===== config.mk =====
export PLATFORM = sky130hd
export DESIGN_NAME = ecc_weight_store
export DESIGN_NICKNAME = d
export VERILOG_FILES = /design/src/rtl/wstore_pkg.sv /design/src/rtl/secded_enc.sv /design/src/rtl/secded_dec.sv /design/src/rtl/sat_counter.sv /design/src/rtl/ecc_weight_store.sv
export SDC_FILE = /design/constraint.sdc
export NUM_CORES = 1
export LEC_CHECK = 0
export BUFFER_PORTS_ARGS = -buffer_cell sky130_fd_sc_hd__buf_2
export CORE_MARGIN = 8
export CORE_UTILIZATION = 45
export DETAILED_ROUTE_END_ITERATION = 8
export MAX_ROUTING_LAYER = met4
export PLACE_DENSITY = 0.74
export SETUP_SLACK_MARGIN = 0.4
export SLEW_MARGIN = 15
export SYNTH_ARGS = -nofsm -noshare
export SYNTH_HDL_FRONTEND = slang
export SYNTH_HIERARCHICAL = 1
export SYNTH_SLANG_ARGS = --single-unit

===== constraint.sdc =====
create_clock -name clk -period 7.1 [get_ports clk]
set_input_delay 0.355 -clock clk [delete_from_list [all_inputs] [get_ports clk]]
set_output_delay 0.355 -clock clk [all_outputs]
set_load 0.005 [all_outputs]

===== src/rtl/wstore_pkg.sv =====
package wstore_pkg;

    localparam int DATA_W = 8;
    localparam int HAM_W  = 12;
    localparam int CODE_W = HAM_W + 1;
    localparam int SYN_W  = 4;

    // Positions 1..HAM_W map to code bits 0..HAM_W-1; powers of two hold checks.
    function automatic logic [CODE_W-1:0] secded_encode(input logic [DATA_W-1:0] d);
        logic [CODE_W-1:0] cw;
        logic              par;
        int                di;
        cw = '0;
        di = 0;
        for (int pos = 1; pos <= HAM_W; pos++) begin
            if ((pos & (pos - 1)) != 0) begin
                cw[pos-1] = d[di];
                di++;
            end
        end
        for (int k = 0; k < SYN_W; k++) begin
            par = 1'b0;
            for (int pos = 1; pos <= HAM_W; pos++) begin
                if (((pos >> k) & 1) == 1) par ^= cw[pos-1];
            end
            cw[(1 << k) - 1] = par;
        end
        cw[CODE_W-1] = ^cw[HAM_W-1:0];
        return cw;
    endfunction

    function automatic logic [DATA_W-1:0] secded_extract(input logic [CODE_W-1:0] cw);
        logic [DATA_W-1:0] d;
        int                di;
        d  = '0;
        di = 0;
        for (int pos = 1; pos <= HAM_W; pos++) begin
            if ((pos & (pos - 1)) != 0) begin
                d[di] = cw[pos-1];
                di++;
            end
        end
        return d;
    endfunction

    typedef struct packed {
        logic [DATA_W-1:0] data;
        logic              valid;
        logic              corr;
        logic              unc;
    } rd_state_t;

endpackage


===== src/rtl/secded_enc.sv =====
module secded_enc
    import wstore_pkg::*;
(
    input  logic [DATA_W-1:0] data_in,
    output logic [CODE_W-1:0] code_out
);
    always_comb begin
        code_out = secded_encode(data_in);
    end
endmodule


===== src/rtl/secded_dec.sv =====
module secded_dec
    import wstore_pkg::*;
(
    input  logic [CODE_W-1:0] code_in,
    output logic [DATA_W-1:0] data_out,
    output logic              single_err,
    output logic              double_err
);
    logic [SYN_W-1:0]  syn;
    logic              par_bad;
    logic [CODE_W-1:0] flip;

    always_comb begin
        syn = '0;
        for (int i = 0; i < HAM_W; i++) begin
            if (code_in[i]) syn ^= SYN_W'(i + 1);
        end
        par_bad    = ^code_in;
        flip       = '0;
        single_err = 1'b0;
        double_err = 1'b0;
        if (par_bad) begin
            if (syn == '0) begin
                flip[CODE_W-1] = 1'b1;
                single_err     = 1'b1;
            end else if (int'(syn) <= HAM_W) begin
                for (int i = 0; i < HAM_W; i++) begin
                    if (syn == SYN_W'(i + 1)) flip[i] = 1'b1;
                end
                single_err = 1'b1;
            end else begin
                double_err = 1'b1;
            end
        end else if (syn != '0) begin
            double_err = 1'b1;
        end
        data_out = secded_extract(code_in ^ flip);
    end
endmodule


===== src/rtl/sat_counter.sv =====
module sat_counter #(
    parameter int W = 16
) (
    input  logic         clk,
    input  logic         rst_n,
    input  logic         clr,
    input  logic         inc,
    output logic [W-1:0] count
);
    localparam logic [W-1:0] TOP = {W{1'b1}};

    logic [W-1:0] cnt_d, cnt_q;

    always_comb begin
        cnt_d = cnt_q;
        if (clr)                       cnt_d = '0;
        else if (inc && cnt_q != TOP)  cnt_d = cnt_q + 1'b1;
    end

    always_ff @(posedge clk or negedge rst_n) begin
        if (!rst_n) cnt_q <= '0;
        else        cnt_q <= cnt_d;
    end

    assign count = cnt_q;
endmodule


===== src/rtl/ecc_weight_store.sv =====
module ecc_weight_store
    import wstore_pkg::*;
#(
    parameter  int DEPTH  = 16,
    parameter  int CNT_W  = 16,
    localparam int ADDR_W = $clog2(DEPTH)
) (
    input  logic              clk,
    input  logic              rst_n,
    input  logic              wr_en,
    input  logic [ADDR_W-1:0] wr_addr,
    input  logic [7:0]        wr_data,
    input  logic              rd_en,
    input  logic [ADDR_W-1:0] rd_addr,
    output logic [7:0]        rd_data,
    output logic              rd_valid,
    output logic              rd_corrected,
    output logic              rd_uncorrectable,
    input  logic              inj_en,
    input  logic [ADDR_W-1:0] inj_addr,
    input  logic [12:0]       inj_mask,
    input  logic              cnt_clr,
    output logic [CNT_W-1:0]  sec_count,
    output logic [CNT_W-1:0]  ded_count
);
    logic [CODE_W-1:0] mem_d [DEPTH];
    logic [CODE_W-1:0] mem_q [DEPTH];
    logic [CODE_W-1:0] wr_code;
    logic [CODE_W-1:0] rd_code;
    logic [DATA_W-1:0] dec_data;
    logic              dec_single, dec_double;
    rd_state_t         rs_d, rs_q;

    secded_enc u_enc (
        .data_in  (wr_data),
        .code_out (wr_code)
    );

    assign rd_code = mem_q[rd_addr];

    secded_dec u_dec (
        .code_in    (rd_code),
        .data_out   (dec_data),
        .single_err (dec_single),
        .double_err (dec_double)
    );

    // Per-word next value: a write overrides an injection at the same address.
    for (genvar g = 0; g < DEPTH; g++) begin : g_word
        always_comb begin
            mem_d[g] = mem_q[g];
            if (wr_en && wr_addr == ADDR_W'(g))
                mem_d[g] = wr_code;
            else if (inj_en && inj_addr == ADDR_W'(g))
                mem_d[g] = mem_q[g] ^ inj_mask;
        end

        always_ff @(posedge clk or negedge rst_n) begin
            if (!rst_n) mem_q[g] <= '0;
            else        mem_q[g] <= mem_d[g];
        end
    end

    always_comb begin
        rs_d       = rs_q;
        rs_d.valid = rd_en;
        rs_d.corr  = rd_en & dec_single;
        rs_d.unc   = rd_en & dec_double;
        if (rd_en) rs_d.data = dec_data;
    end

    always_ff @(posedge clk or negedge rst_n) begin
        if (!rst_n) rs_q <= '0;
        else        rs_q <= rs_d;
    end

    sat_counter #(.W(CNT_W)) u_sec_cnt (
        .clk   (clk),
        .rst_n (rst_n),
        .clr   (cnt_clr),
        .inc   (rd_en & dec_single),
        .count (sec_count)
    );

    sat_counter #(.W(CNT_W)) u_ded_cnt (
        .clk   (clk),
        .rst_n (rst_n),
        .clr   (cnt_clr),
        .inc   (rd_en & dec_double),
        .count (ded_count)
    );

    assign rd_data          = rs_q.data;
    assign rd_valid         = rs_q.valid;
    assign rd_corrected     = rs_q.corr;
    assign rd_uncorrectable = rs_q.unc;

endmodule


## Yosys cells after proc, flatten, opt, wreduce, memory -nomap -nowiden

Index checks and enable logic that the tools add are counted.

| storage, ports and cells | value |
|---|---|
| bits in registers | 251 |
| word-level logic and storage cells | 246 |
| output and inout bits | 43 |

| cells by class | value |
|---|---|
| reductions and logical operators | 58 |
| multiplexer cells | 73 |
| bitwise logic cells | 45 |
| $lt $le $gt $ge | 2 |
| equal/unequal tests | 44 |
| $add $sub $neg | 2 |

Operator list:

| operator | count |
|---|---|
| $mux W13 | 34 |
| $xor A13 B13 Y13 | 16 |
| $eq A4 B4 Y1 const B | 21 |
| $mux W16 | 4 |
| $bmux W13 S4 | 1 |
| $eq A4 B3 Y1 const B | 12 |
| $mux W12 | 3 |
| $reduce_bool A2 Y1 | 18 |
| $logic_and A1 B1 Y1 | 34 |
| $add A16 B1 Y16 const B | 2 |
| $ne A16 B16 Y1 const B | 2 |
| $eq A4 B2 Y1 const B | 6 |
| $mux W1 | 20 |
| $mux W4 | 5 |
| $xor A1 B1 Y1 | 14 |
| $reduce_xor A13 Y1 | 1 |
| $eq A4 B1 Y1 const B | 3 |
| $logic_not A4 Y1 | 3 |
| $mux W3 | 4 |
| $not A2 Y2 | 6 |
| $reduce_xor A12 Y1 | 1 |
| $xor A12 B12 Y12 | 1 |
| $not A3 Y3 | 2 |
| $ge A5 B5 Y1 const B | 1 |
| 6 further kinds | 10 |

## Depth between registers and ports, before layout

| depth | value |
|---|---|
| word-level depth | 32 |
| gate-level depth with buffers | 18 |
| mapped depth without buffers | 12 |

## Cells and area by module

The synthesis kept the hierarchy.

Modules (own cells, without submodules):

| module | cells each | sequential area each (um^2) | instances | area an instance (um^2) |
|---|---|---|---|---|
| ecc_weight_store | 1341 | 5480.3 | 1 | 12587.1 |
| sat_counter | 98 | 400.4 | 2 | 942.2 |
| secded_dec | 62 | 0.0 | 1 | 509.2 |
| secded_enc | 19 | 0.0 | 1 | 205.2 |

## Worst setup path before layout

No wires, ideal clock.

| timing path | value |
|---|---|
| path type | input -> register |
| from | input rd_addr[1] |
| to | register u_ded_cnt.cnt_q[3], in the netlist u_ded_cnt/count[3] |
| stages | 15 |
| setup time | 78 ps |
| path buffers | 3 |
| arrival | 3912 ps |
| data required time | 7022 ps |
| setup slack | 3110 ps |
| cell sequence | buf_2 buf_2 mux4_2 a22oi_1 nand2_1 xor3_2 xnor2_2 nand3_1 nor2_1 nor4_1 and2_1 inv_1 clkbuf_1 or4_2 a21oi_1 |

RTL lines:

| item | line | RTL |
|---|---|---|
| start: declaration | ecc_weight_store.sv:14 | `input logic [ADDR_W-1:0] rd_addr,` |
| end signal: assignment | sat_counter.sv:22 | `else cnt_q <= cnt_d;` |
| end: declaration | sat_counter.sv:12 | `logic [W-1:0] cnt_d, cnt_q;` |

==> results.md <==
* Most frequent cell after synthesis: dfrtp_1
* Final ANT Viol Nets at 0
* Clock buffer depth at 3
* DRT Wirelength at 44.7 mm
* Average size of a mapped cell at 9.39 um^2
* Share of layout cells above drive strength 1 at 15.9%
* Area occupied by multi-input gates at 8170 um^2
* DP HPWL at 25.7 mm
* Final Hold Fails at 0
* Max-Cap Viols at 0
* Number of global-route vias before repair at 12509
* P_leak at 6.41 nW
* # setup viols final at 0
* Row count at 67
* Vias per cell at 6.03
* Worst EP arrival at 5220 ps
* HP Class: primary input to flip-flop
* Chip height at 200 um
* Largest family of logic cells by synthesized area: simple AND/OR/NAND/NOR gates
* GR Util met1 at 30.0%
* Synth warn at 6
* Initial antenna violation count at 8
* Simple-gate share of the synthesized area at 18.5%
* Crit Path Class: primary input to flip-flop
* Crit-path leading delay family: simple AND/OR/NAND/NOR gates
* GRT overflow at 0
* Met2 Usage GRT at 35.7%
* Post-synthesis mux area share at 8.90%
* Area leader, netlist: dfrtp_1
* Post_cts resized at 0
* Via count at 12409
* Syn-to-layout area delta at 9.44%
* F_max at 209 MHz
* Slew Limit Fails at 0
* Slew at the pin closest to its max-slew limit at 1260 ps
* RSZ-0062 raised after global routing: false
* Worst slew margin at 16.0%
* DRT iter0 DRCs at 1388
* Storage cell area at 6280 um^2
* DRC Markers at 0
* Largest net degree at the start of global routing at 130
* TritonCTS clock tree: done
* CP max stage cell: or4_2
* Power Dens Cells at 344 nW/um^2
* Met3 Usage GRT at 4.82%
* Min Tclk post-route at 4780 ps
* Critical Path End Type: flip-flop
* Async set or reset register ratio after synthesis at 100%
* Root Buffer: clkbuf_16
* Post-synth EDFFs at 0
* Worst path bufs/invs at 3
* CTS Buf Count at 28
* Syn Nets at 1659
* Clk Latency, worst-skew pair at 560 ps
* Commonest register cell after synthesis: dfrtp_1
* Synth top area share at 41.4%
* Syn Inst Count at 1618
* Post-Synth XOR/XNOR Area at 15.0%
* Cell variety after synth at 51
* Hold WS at 73.3 ps
* Cell seen most often among critical-path stages: a21oi_1
* Wirelength per Cell at 21.7 um
* Maximum VDD drop at 0.247 mV
* Total power at 5.72 mW
* IO buf count at 81
* Global routing's busiest layer: met2
* Compound-gate portion of the synthesized area at 10.8%
* Final period utilization at 67.3%
* Chip width at 200 um
* Sequential share of the synthesized area at 41.4%
* Status: completed
* Worst-path clk slew at 60 ps
* Adder-cell share of the synthesized area at 0.165%
* Crit path required time at 7540 ps
* Drt pass-1 iters at 7
* Critical Path Max Stage Delay at 700 ps
* Worst path cell trace: buf_2 -> buf_4 -> mux4_2 -> a22oi_1 -> nand2_1 -> xnor2_2 -> xor2_1 -> nand3_1 -> a21oi_1 -> or3_1 -> and2_1 -> inv_1 -> or4_2 -> a21oi_1
* Post-synthesis cell area at 15200 um^2
* Flops & latches, synth at 251
* Clock sink count at 251
* Critical Path Start Type: primary input
* Crit Path Max Fanout at 26
* Gr usage total at 23.2%
* H-tree depth at 1
* Nets at 1628
* DIE AREA at 39900 um^2
* Io pins at 82
* Core area at 33400 um^2
* Clock skew at 28.9 ps
* Top post-synthesis cells by area: dfrtp_1 (41%), xor2_1 (12%), mux4_2 (7.7%)
* RePlAce Congestion at 0.839
* Initial core utilization at 45.5%
* First-pass GRT wire length at 71.0 mm
* Number of fill cells at 3055
* Synth top cells by count: dfrtp_1 (251), nand3_1 (220), xor2_1 (215)
* Total negative slack at 0 ps
## layout by cell type (no fill, tap or decap), types with 5 or more instances in the layout
cell type and count:
a21oi_1 129, a22oi_1 26, and3_1 5, buf_2 79
buf_4 28, clkbuf_16 29, clkbuf_8 8, dfrtp_1 251
diode_2 8, inv_1 7, mux2_1 8, mux2_2 8
mux4_2 52, nand2_1 136, nand3_1 220, nand4_1 12
nor2_1 117, nor2b_1 12, nor3_1 8, nor4_1 9
o211ai_1 8, o21ai_0 105, o21ai_1 9, o31ai_1 14
or3_1 5, or4_1 10, xnor2_1 18, xnor3_1 5
xor2_1 215
## cell families (layout without fill, tap and decap cells)
logic type               Yosys count  in the layout
buffers and inverters            178            162
multiplexers                      68             68
AND/OR/NAND/NOR                  578            578
other                              0              8
adder cells (fa/ha/maj)            2              2
AO/OA/AOI/OAI                    296            296
flip-flops                       251            251
XOR/XNOR                         245            245
## routing by layer
| layer | vias up | wire length (um) | share of wire (%) |
|---|---|---|---|
| met4 | 0 | 1800 | 4.0 |
| met2 | 657 | 20200 | 45 |
| met5 | - | 0 | 0 |
| met3 | 132 | 4580 | 10 |
| li1 | 5557 | - | - |
| met1 | 6063 | 18200 | 41 |
## registers in the layout, summed over array words and instances (netlist names)
name              flops
rd_valid              1
u_sec_cnt/count      16
rd_uncorrectable      1
rd_corrected          1
mem_q               208
rd_data               8
u_ded_cnt/count      16
## report_power, final
group	switching (mW)	leakage (nW)	internal (mW)
clock	0.594	0.444	0.853
combinational	1.05	2.93	0.885
sequential	0.381	3.03	1.95
## area by class of cell
type / count / area share, %
flip-flops and latches: 251 / 37.8
clock inverters: 5 / 0.316
multi-input cells: 1189 / 49.2
well taps: 448 / 3.37
inverters: 7 / 0.158
diodes: 8 / 0.120
repair buffers: 110 / 3.96
clock buffers: 40 / 5.10
## timing repair
| action | CTS | global route |
|---|---|---|
| endpoints found under the hold margin | 30 | 0 |
| buffers inserted | 0 | 0 |
| endpoints found under the setup margin | 0 | 0 |
| hold buffers | 1 | 0 |
## worst paths after layout
path | start | to | slack (ps) | cells after the start
setup / recovery | rd_addr[1] | u_sec_cnt/count[2]$_DFFE_PN0P_ | 2320 | 14
hold / removal | rd_en | rd_valid$_DFF_PN0_ | 70 | 1
setup reg to reg | mem_q[63]$_DFFE_PN0P_ | u_ded_cnt/count[3]$_DFFE_PN0P_ | 2820 | 12
hold reg to reg | rd_data[6]$_DFFE_PN0P_ | rd_data[6]$_DFFE_PN0P_ | 510 | 1
max in group asynchronous | rst_n | mem_q[96]$_DFFE_PN0P_ | 5190 | 3
min in group asynchronous | rst_n | u_sec_cnt/count[6]$_DFFE_PN0P_ | 520 | 2
## stage by stage
stage	cells	area, um^2	util (%)	worst slack, ps
after detailed placement	2004	15700	47.0	1920
after CTS	2050	16600	49.8	2430
after global routing	2058	16600	49.8	2000
after floorplan	1618	15200	-	3110
after global placement	2003	15700	46.9	2050
final	2058	16600	49.8	2320
Power figures use the tool's default switching activity.
